$ cat src/rtl/mon_pkg.sv
// Shared definitions for the signal monitor.
// Assumes: nothing beyond IEEE 1800-2017.
package mon_pkg;
    typedef enum logic {
        MON_SAMPLE = 1'b0,
        MON_PEAK   = 1'b1
    } mon_mode_e;
endpackage

$ cat src/rtl/mon_src_mux.sv
// Picks one sample lane and its strobe out of the packed input bus,
// and flags a cycle in which the select differs from last cycle.
// Assumes: src_sel < NUM_SRC; the flag is zero during reset.
module mon_src_mux #(
    parameter int NUM_SRC = 8,
    parameter int SMP_W   = 16,
    localparam int SEL_W  = (NUM_SRC > 1) ? $clog2(NUM_SRC) : 1
) (
    input  logic                     clk,
    input  logic                     rst_n,
    input  logic [NUM_SRC*SMP_W-1:0] smp_bus,
    input  logic [NUM_SRC-1:0]       smp_vld,
    input  logic [SEL_W-1:0]         src_sel,
    output logic [SMP_W-1:0]         sel_smp,
    output logic                     sel_vld,
    output logic                     sel_chg
);
    logic [SMP_W-1:0] lane [NUM_SRC];
    logic [SEL_W-1:0] sel_q;

    // Unpack the bus into one lane per source.
    for (genvar g = 0; g < NUM_SRC; g++) begin : g_lane
        assign lane[g] = smp_bus[g*SMP_W +: SMP_W];
    end

    // Route the selected lane and its strobe.
    always_comb begin
        sel_smp = lane[src_sel];
        sel_vld = smp_vld[src_sel];
    end

    // Remember last cycle's select to spot changes.
    always_ff @(posedge clk) begin
        if (!rst_n) sel_q <= '0;
        else        sel_q <= src_sel;
    end

    assign sel_chg = rst_n && (src_sel != sel_q);
endmodule

$ cat src/rtl/mon_level_track.sv
// Tracks, for the selected source, the latest sample and the largest
// saturated magnitude since the last clear. A clear that coincides with
// a valid sample reloads the peak with that sample's magnitude.
// Assumes: samples are two's complement, SMP_W >= 2.
module mon_level_track #(
    parameter int SMP_W = 16
) (
    input  logic             clk,
    input  logic             rst_n,
    input  logic [SMP_W-1:0] smp,
    input  logic             vld,
    input  logic             clr,
    output logic [SMP_W-1:0] sample_q,
    output logic [SMP_W-1:0] peak_q
);
    localparam logic [SMP_W-1:0] MOST_NEG = {1'b1, {(SMP_W-1){1'b0}}};
    localparam logic [SMP_W-1:0] MOST_POS = ~MOST_NEG;
    localparam logic [SMP_W-1:0] ONE      = {{(SMP_W-1){1'b0}}, 1'b1};

    logic [SMP_W-1:0] mag;

    // Absolute value with the one overflow case saturated.
    always_comb begin
        if (!smp[SMP_W-1])       mag = smp;
        else if (smp == MOST_NEG) mag = MOST_POS;
        else                      mag = (~smp) + ONE;
    end

    // Latest-sample register.
    always_ff @(posedge clk) begin
        if (!rst_n)   sample_q <= '0;
        else if (vld) sample_q <= smp;
    end

    // Peak register: clear (with seeding) takes priority over growth.
    always_ff @(posedge clk) begin
        if (!rst_n)                  peak_q <= '0;
        else if (clr)                peak_q <= vld ? mag : '0;
        else if (vld && mag > peak_q) peak_q <= mag;
    end

    // A clear without a sample leaves zero behind.
    p_clear_zero_r8: assert property (@(posedge clk) disable iff (!rst_n)
        (clr && !vld) |=> (peak_q == '0));

    // Without a clear the peak never shrinks.
    p_peak_hold_r4: assert property (@(posedge clk) disable iff (!rst_n)
        !clr |=> (peak_q >= $past(peak_q)));

    // The peak never shows a set sign bit.
    p_mag_limit_r5: assert property (@(posedge clk) disable iff (!rst_n)
        peak_q[SMP_W-1] == 1'b0);

    // An unqualified cycle leaves the sample alone.
    p_sample_keep_r3: assert property (@(posedge clk) disable iff (!rst_n)
        !vld |=> $stable(sample_q));
endmodule

$ cat src/rtl/mon_read_port.sv
// Two-strobe byte read port. The high strobe freezes the mode-selected
// value and returns its upper byte. The low strobe returns the lower
// byte of the frozen value and, in peak mode, requests a peak clear.
// Assumes: SMP_W is even; rd_hi wins when both strobes are high.
module mon_read_port
    import mon_pkg::*;
#(
    parameter int SMP_W  = 16,
    localparam int BYTE_W = SMP_W / 2
) (
    input  logic              clk,
    input  logic              rst_n,
    input  logic              peak_mode,
    input  logic              rd_hi,
    input  logic              rd_lo,
    input  logic [SMP_W-1:0]  sample_val,
    input  logic [SMP_W-1:0]  peak_val,
    output logic [BYTE_W-1:0] rd_data,
    output logic              clr_rd
);
    logic [SMP_W-1:0] cur_val;
    logic [SMP_W-1:0] hold_q;

    // Choose which tracked result a read sees.
    assign cur_val = (peak_mode == MON_PEAK) ? peak_val : sample_val;

    // Peak clear request on a lone low-byte read in peak mode.
    assign clr_rd = rd_lo && !rd_hi && (peak_mode == MON_PEAK);

    // Freeze the full value on the high-byte strobe.
    always_ff @(posedge clk) begin
        if (!rst_n)     hold_q <= '0;
        else if (rd_hi) hold_q <= cur_val;
    end

    // Drive the output byte for whichever strobe is active.
    always_ff @(posedge clk) begin
        if (!rst_n)     rd_data <= '0;
        else if (rd_hi) rd_data <= cur_val[SMP_W-1 -: BYTE_W];
        else if (rd_lo) rd_data <= hold_q[BYTE_W-1:0];
    end

    p_hi_byte_r6: assert property (@(posedge clk) disable iff (!rst_n)
        rd_hi |=> (rd_data == $past(cur_val[SMP_W-1 -: BYTE_W])));

    p_lo_byte_r7: assert property (@(posedge clk) disable iff (!rst_n)
        (rd_lo && !rd_hi) |=> (rd_data == $past(hold_q[BYTE_W-1:0])));

    p_hold_frozen_r7: assert property (@(posedge clk) disable iff (!rst_n)
        !rd_hi |=> $stable(hold_q));

    p_idle_keep_r6: assert property (@(posedge clk) disable iff (!rst_n)
        (!rd_hi && !rd_lo) |=> $stable(rd_data));
endmodule

$ cat src/rtl/sig_monitor.sv
// Signal monitor top: source selection, level tracking and the byte
// read port. Peak clears come from a peak-mode low-byte read or from a
// change of source select.
// Assumes: SMP_W = 16 for a two-byte readout; inputs are synchronous.
module sig_monitor #(
    parameter int NUM_SRC = 8,
    parameter int SMP_W   = 16,
    localparam int SEL_W  = (NUM_SRC > 1) ? $clog2(NUM_SRC) : 1,
    localparam int BYTE_W = SMP_W / 2
) (
    input  logic                     clk,
    input  logic                     rst_n,
    input  logic [NUM_SRC*SMP_W-1:0] smp_bus,
    input  logic [NUM_SRC-1:0]       smp_vld,
    input  logic [SEL_W-1:0]         src_sel,
    input  logic                     peak_mode,
    input  logic                     rd_hi,
    input  logic                     rd_lo,
    output logic [BYTE_W-1:0]        rd_data
);
    logic [SMP_W-1:0] sel_smp;
    logic             sel_vld;
    logic             sel_chg;
    logic             clr_rd;
    logic             clr_pk;
    logic [SMP_W-1:0] sample_q;
    logic [SMP_W-1:0] peak_q;

    mon_src_mux #(.NUM_SRC(NUM_SRC), .SMP_W(SMP_W)) u_mux (
        .clk     (clk),
        .rst_n   (rst_n),
        .smp_bus (smp_bus),
        .smp_vld (smp_vld),
        .src_sel (src_sel),
        .sel_smp (sel_smp),
        .sel_vld (sel_vld),
        .sel_chg (sel_chg)
    );

    // Either clear source restarts the peak window.
    assign clr_pk = clr_rd || sel_chg;

    mon_level_track #(.SMP_W(SMP_W)) u_track (
        .clk      (clk),
        .rst_n    (rst_n),
        .smp      (sel_smp),
        .vld      (sel_vld),
        .clr      (clr_pk),
        .sample_q (sample_q),
        .peak_q   (peak_q)
    );

    mon_read_port #(.SMP_W(SMP_W)) u_port (
        .clk        (clk),
        .rst_n      (rst_n),
        .peak_mode  (peak_mode),
        .rd_hi      (rd_hi),
        .rd_lo      (rd_lo),
        .sample_val (sample_q),
        .peak_val   (peak_q),
        .rd_data    (rd_data),
        .clr_rd     (clr_rd)
    );

    // A select change must reach the tracker as a clear.
    p_sel_clear_r10: assert property (@(posedge clk) disable iff (!rst_n)
        (src_sel != $past(src_sel)) |-> clr_pk);

    // A sample-mode read never clears the peak.
    p_sample_noclr_r8: assert property (@(posedge clk) disable iff (!rst_n)
        (!peak_mode && !sel_chg) |-> !clr_pk);
endmodule

$ cat config.mk
export PLATFORM = sky130hd
export DESIGN_NAME = sig_monitor
export DESIGN_NICKNAME = d
export VERILOG_FILES = /design/src/rtl/mon_pkg.sv /design/src/rtl/mon_src_mux.sv /design/src/rtl/mon_level_track.sv /design/src/rtl/mon_read_port.sv /design/src/rtl/sig_monitor.sv
export SDC_FILE = /design/constraint.sdc
export NUM_CORES = 1
export LEC_CHECK = 0
export BUFFER_PORTS_ARGS = -buffer_cell sky130_fd_sc_hd__buf_2
export CAP_MARGIN = 40
export CELL_PAD_IN_SITES_DETAIL_PLACEMENT = 1
export CELL_PAD_IN_SITES_GLOBAL_PLACEMENT = 1
export CORE_MARGIN = 2
export CORE_UTILIZATION = 35
export CTS_BUF_LIST = sky130_fd_sc_hd__clkbuf_4 sky130_fd_sc_hd__clkbuf_8
export CTS_CLUSTER_SIZE = 16
export DETAILED_ROUTE_END_ITERATION = 6
export GPL_ROUTABILITY_DRIVEN = 0
export HOLD_SLACK_MARGIN = 0.15
export PLACE_DENSITY_LB_ADDON = 0.1
export SETUP_SLACK_MARGIN = 0.1
export SLEW_MARGIN = 20
export SYNTH_ARGS = -nofsm -noshare
export SYNTH_HDL_FRONTEND = slang
export SYNTH_HIERARCHICAL = 1
export SYNTH_SLANG_ARGS = --single-unit
$ cat constraint.sdc
create_clock -name clk -period 9.7 [get_ports clk]
set_clock_uncertainty 0.15 [all_clocks]
set_input_delay 1.94 -clock clk [delete_from_list [all_inputs] [get_ports clk]]
set_output_delay 1.94 -clock clk [all_outputs]
set_load 0.01 [all_outputs]
==> results of run 1 <==
## per-layer routing
layer	routed length, um	vias up
met5	0	-
met4	92	0
met3	594	7
met2	6035	104
met1	5579	1621
li1	-	1654
## worst register-to-register path: cells and delay by family, from the launching register on
| family | cells | cell delay [ns] |
|---|---|---|
| compound gates | 3 | 0.87 |
| fa+ha+maj | 1 | 0.33 |
| buf+inv | 2 | 0.29 |
| flops | 1 | 0.37 |
| simple gates | 3 | 0.75 |
## cells by family after synthesis
family / synth area share, %
muxes: 39.36
AOI/OAI and AO/OA: 12.00
and+or+nand+nor: 8.855
DFF: 26.18
buffers and inverters: 6.127
adders and majority gates: 5.454
xor gates and xnor gates: 2.021
## power breakdown
group	internal (mW)	switching, mW	leakage (nW)	total [mW]
Combinational	0.123	0.126	1.80	0.249
Clock	0.0584	0.0736	0.0474	0.132
Sequential	0.235	0.0182	0.420	0.253
## worst min path at each step
stage                                    from                   to  slack, ns  cells after the start
after floorplan           u_track/sample_q[0]  u_track/sample_q[0]       0.31                      2
after global placement    u_track/sample_q[5]  u_track/sample_q[5]       0.32                      2
after detailed placement   u_track/peak_q[13]   u_track/peak_q[13]       0.34                      1
after CTS                   u_track/peak_q[8]    u_track/peak_q[8]       0.36                      1
after global routing        u_track/peak_q[1]    u_track/peak_q[1]       0.39                      1
final                     u_track/sample_q[3]  u_track/sample_q[3]       0.36                      2
## area by class of cell
cell class	count	area share, %
Multi-Input combinational cell	258	54.90
Sequential cell	51	21.23
Timing Repair Buffer	154	16.52
Tap cell	140	3.643
Clock buffer	6	1.717
Inverter	19	1.483
Clock inverter	2	0.3383
Antenna cell	3	0.1561
## synth_stat cells (6+ instances only)
| cell | count | area share (%) |
|---|---|---|
| xor2_1 | 8 | 1.8 |
| o22ai_1 | 8 | 1.3 |
| nor2_1 | 26 | 2.5 |
| dfxtp_1 | 51 | 26 |
| buf_2 | 6 | 0.77 |
| a22o_1 | 16 | 3.6 |
| mux2i_1 | 45 | 12 |
| mux2_2 | 17 | 4.9 |
| clkbuf_1 | 8 | 0.77 |
| a21oi_1 | 14 | 1.8 |
| o21ai_0 | 14 | 1.8 |
| inv_1 | 18 | 1.7 |
| mux4_1 | 34 | 23 |
| ha_1 | 17 | 5.5 |
| nand2_1 | 16 | 1.5 |
| buf_6 | 7 | 2.0 |
## layout by cell type (no fill, tap or decap), types with 5 or more instances in the layout
cell type  instances
dfxtp_1           51
clkbuf_8           6
mux2_2            17
o22ai_1            8
ha_1              17
mux4_1            34
nor2_1            26
buf_2            151
nor3_1             5
nand2_1           16
xor2_1             8
a21oi_1           14
a22o_1            16
inv_1             18
o21ai_0           14
mux2i_1           45
## per-stage QoR
stage	util, %	cells	hold slack (ns)	instance area, um2	total power, mW
2_1_floorplan	-	352	0.3096	3900	0.4253
3_3_place_gp	43.09	620	0.3213	4671	0.4962
3_5_place_dp	43.37	622	0.3388	4702	0.5078
4_1_cts	44.29	630	0.3648	4801	0.6438
5_1_grt	44.36	633	0.3919	4808	0.6830
6_report	44.36	633	0.3582	4808	0.6342
## registers in the layout, indices dropped and copies added (netlist names)
register,count
u_track/peak_q,16
u_track/sample_q,16
u_port/hold_q,8
u_port/rd_data,8
u_mux/sel_q,3
==> metrics, run 1 <==
status finished, final reports clean; share of layout cells above drive strength 1 between 30% and 40%; Mapped Avg Cell Area between 10 and 15 um2; total die area about 0.012 mm2; post-route setup slack between 2 and 3 ns; P_leak around 2.3 nW; f_max ~140 MHz; Nets between 600 and 700; minimum clock period between 7 and 8 ns; Critical Path Sink Type flop; MaxCap Viol Count 0; Reg2Reg Launch Point u_track/peak_q[15]; reg-to-reg setup timing slack between 6 and 7 ns; core area around 0.011 mm2; worst vdd ir between 50 and 60 uV; clk slew on worst S/H paths 0.10 ns; CP Class in -> reg; clock buffer depth 2; vias in the first global route ~3600; Final period util approximately three quarters; post-DR wirelength/cell between 15 and 20 um; initial antenna violation count 3; height of the die 109.6 um; arrival time worst endpoint roughly 7.2 ns; max-slew violations 0; Synth warnings 6; CP Launch Point src_sel[0]; met1 usage a little over a quarter; Post-Syn Area 0.003900 mm2; FF/Latch Area 0.001021 mm2; port buffer count ~150; top cell family by delay on the critical path simple AND/OR/NAND/NOR gates; clk sinks between 50 and 60; io pins around 150; fraction of registers with async set/reset 0%; met3 usage 3.142%; Initial Util roughly 36%; DRC viols 0; area taken by multi-input logic gates between 0.002 and 0.003 mm2; clk root buf clkbuf_8; H-tree depth 2; unrepaired setup endpoints after global routing no; most used cell, CP o41ai_1; Layout area overhead 23.29%; gr ovfl total 0; Largest stage delay, worst path around 0.61 ns; Worst-Skew Late Latency ~0.31 ns; Crit Path Max Fanout 24; Worst slew margin 54.02%; pin count of the biggest net entering global routing 37; TritonRoute pass-1 iters 4; gr usage total a little over a fifth; syn_nets about 510; CP Capture Point u_track/peak_q[0]; DR vias approximately 3400; global route hottest layer met2; worst path cell trace buf_2 -> buf_12 -> mux4_1 -> mux2_2 -> nor4b_1 -> nand2_1 -> o41ai_1 -> mux2i_1 -> ha_1 -> nand4_1 -> nor2_1 -> a311o_1 -> o41ai_1 -> nor3b_2 -> buf_6 -> a22o_1; path length in cells of the critical path 16; Post-Syn Instances approximately 350; startpoint types primary input; TNS Setup 0 ns; FP Rows 38; final hold violations 0; top_reg_cell synth dfxtp_1; post-DP HPWL just over 10000 um; hold crit path type reg -> reg; Post-Route WL approximately 12000 um; first-pass GRT wire length 18910 um; Netlist cell types 49; Post-CTS Repair Setup Buffers 0; Bufs and invs on worst path 3; Die W 109.6 um; Register-to-Register Path Depth 9; Crit path required time 9.80 ns; CTS buffer count 5; FILL cells around 1300; post-CTS sizing 0; Pwr Density around 130 mW/mm2; Reg-to-Reg End u_track/peak_q[0]; CTS tree done; GRT met2 Usage a little under two fifths; critical path's slowest cell mux4_1; vias per cell between 5 and 6; dpl ws ~2.2 ns; # setup viols final 0; cts hold-fix bufs 0; EDFF count, synth 0; flop and latch count out of synthesis 51; Routed Antenna Nets 0; Worst-Margin Slew 0.6897 ns; Seq/Total Area, Yosys between 20% and 30%; DR iter-0 viols 139
No activity file was read; power rests on OpenSTA's default activity.
==> run 2: changes to the inputs <==
==> constraint.sdc (replaced) <==
create_clock -name clk -period 7.3 [get_ports clk]
set_clock_uncertainty 0.15 [all_clocks]
set_input_delay 1.46 -clock clk [delete_from_list [all_inputs] [get_ports clk]]
set_output_delay 1.46 -clock clk [all_outputs]
set_load 0.01 [all_outputs]
==> run 2 against run 1 <==
- cell count stayed put
- clock power is 48% higher
- design area is 0.29% higher
- largest cell class unchanged
- critical path depth is 1 higher
- register-to-register slack worse by 2.3 ns
- combinational power is 34% higher
- count of clock-buffer cells in the layout is 1 lower
- sequential share of layout area is 0.061 points lower
- setup slack worse by 1.8 ns
- sequential power is 33% higher
- die area stayed put
- largest power group unchanged
==> metrics, run 2 (synthesis results as in run 1) <==
Pwr Density 179.6 mW/mm2 (was 131.9 mW/mm2); max-slew violations 0 (unchanged); Initial Util 35.98% (unchanged); clock buffer depth 2 (unchanged); total die area 0.01200 mm2 (unchanged); post-DR wirelength/cell 19.42 um (was 19.43 um); DR iter-0 viols 124 (was 139); Routed Antenna Nets 0 (unchanged); Post-Route WL 12290 um (was 12300 um); most frequent cells in the layout buf_2 (151), dfxtp_1 (51), mux2i_1 (45) (unchanged); Reg power frac 38.9% (was 39.9%); first-pass GRT wire length 19130 um (was 18910 um); Crit Path Max Fanout 26 (was 24); worst path cell trace buf_2 -> buf_4 -> mux4_1 -> mux2_2 -> or4_4 -> or4b_4 -> nor2_8 -> nor2_1 -> mux2i_1 -> ha_1 -> nand4_1 -> nor2_1 -> a311o_1 -> o41ai_1 -> nor3b_2 -> buf_4 -> a22o_1 (was buf_2 -> buf_12 -> mux4_1 -> mux2_2 -> nor4b_1 -> nand2_1 -> o41ai_1 -> mux2i_1 -> ha_1 -> nand4_1 -> nor2_1 -> a311o_1 -> o41ai_1 -> nor3b_2 -> buf_6 -> a22o_1); final hold violations 0 (unchanged); H-tree depth 2 (unchanged); P_leak 2.282 nW (was 2.264 nW); gr usage total 20.89% (was 20.82%); Post-CTS Repair Setup Buffers 0 (unchanged); vias per cell 5.409 (was 5.349); Die W 109.6 um (unchanged); area taken by multi-input logic gates 0.002640 mm2 (unchanged); cts hold-fix bufs 0 (unchanged); minimum clock period 6.518 ns; pin count of the biggest net entering global routing 27 (was 37); post-route setup slack 0.7816 ns (was 2.573 ns); core area 0.01084 mm2 (unchanged); Worst-Margin Slew 0.6619 ns (was 0.6897 ns); Placed Area 0.004716 mm2 (was 0.004702 mm2); Ant. Diodes 0 (was 3); unrepaired setup endpoints after global routing no (unchanged); worst vdd ir 69.45 uV (was 59.25 uV); clk sinks 51 (unchanged); clk slew on worst S/H paths 0.09 ns (was 0.10 ns); Nets 654 (was 650); arrival time worst endpoint 6.62 ns (was 7.23 ns); Final Cell Area 0.004822 mm2 (was 0.004808 mm2); part of the power in combinational logic 38.4% (was 39.3%); vias in the first global route 3740 (was 3585); port buffer count 151 (unchanged); status finished, final reports clean (unchanged); FF/Latch Area 0.001021 mm2 (unchanged); share of layout cells above drive strength 1 37.73% (was 37.35%); gr ovfl total 0 (unchanged); MaxCap Viol Count 0 (unchanged); Top Registers u_track/peak_q (16), u_track/sample_q (16) (unchanged); DRC viols 0 (unchanged); # setup viols final 0 (unchanged); f_max 153.4 MHz; CTS buffer count 5 (unchanged); hold crit path type reg -> reg (unchanged); Worst-Skew Late Latency 0.30 ns (was 0.31 ns); Crit path required time 7.40 ns (was 9.80 ns); Critical Path Sink Type flop (unchanged); TritonRoute pass-1 iters 4 (unchanged); Layout area overhead 23.64% (was 23.29%); Worst slew margin 55.87% (was 54.02%); TNS Setup 0 ns (unchanged); DR vias 3424 (was 3386); CTS tree done (unchanged); critical path's slowest cell mux4_1 (unchanged); most common cell after layout, fill and taps aside buf_2 (unchanged); clk root buf clkbuf_8 (unchanged); initial antenna violation count 0 (was 3); Net Switching 288.3 uW (was 217.9 uW); Net Sw Frac 33.30% (was 34.35%); CP Class in -> reg (unchanged); Placed Cells incl. Taps 626 (was 622); total internal power 577.5 uW (was 416.4 uW); post-DP HPWL 10220 um (was 10170 um); non-filler instance count after layout 633 (unchanged); FP Rows 38 (unchanged); dpl ws 0.4718 ns (was 2.207 ns); FILL cells 1272 (was 1270); Largest stage delay, worst path 0.59 ns (was 0.61 ns); height of the die 109.6 um (unchanged); Final period util 89.29%; io pins 152 (unchanged); post-CTS sizing 0 (unchanged); clock power share 22.6% (was 20.8%); startpoint types primary input (unchanged)
run 2: per-layer routing:
layer  GRT usage, %  vias up  wire (um)
met5              0        -          0
met4          4.611        0        140
met3          4.149       10        694
met2          36.29      117       5923
met1          26.80     1644       5531
li1               -     1653          -
run 2: stage by stage:
step | total power [mW] | hold WS, ns | utilization (%)
finish | 0.8658 | 0.3619 | 44.48
global route | 0.9252 | 0.3910 | 44.48
CTS | 0.8739 | 0.3610 | 44.48
detailed placement | 0.6753 | 0.3372 | 43.50
global placement | 0.6663 | 0.3307 | 43.50
floorplan | 0.5652 | 0.3096 | -
run 2: power by group through the flow:
stage          combinational, mW  clock (mW)  sequential, mW
2_1_floorplan              0.230           0           0.335
3_5_place_dp               0.332           0           0.344
4_1_cts                    0.334       0.203           0.338
3_3_place_gp               0.322           0           0.344
5_1_grt                    0.372       0.211           0.342
6_report                   0.333       0.196           0.337
run 2: final cells by class:
type	count	area share [%]
Tap cell	140	3.633
Sequential cell	51	21.17
Timing Repair Buffer	158	16.76
Clock inverter	2	0.7784
Clock buffer	5	1.427
Inverter	19	1.479
Multi-Input combinational cell	258	54.75
run 2: path summary, 6_finish.rpt:
path         slack, ns  cells past startpoint               start                 end
min               0.36                      1   u_track/peak_q[6]   u_track/peak_q[6]
max reg2reg       4.60                      9  u_track/peak_q[15]  u_track/peak_q[15]
min reg2reg       0.36                      1   u_track/peak_q[6]   u_track/peak_q[6]
max               0.78                     17          src_sel[0]  u_track/peak_q[15]
run 2: worst max-delay path, delay by kind of cell:
family / cells / cell delay (ns)
buffers and inverters: 3 / 0.92
adders and majority gates: 1 / 0.30
and+or+nand+nor: 7 / 1.86
muxes: 3 / 1.16
AOI/OAI and AO/OA: 3 / 0.90
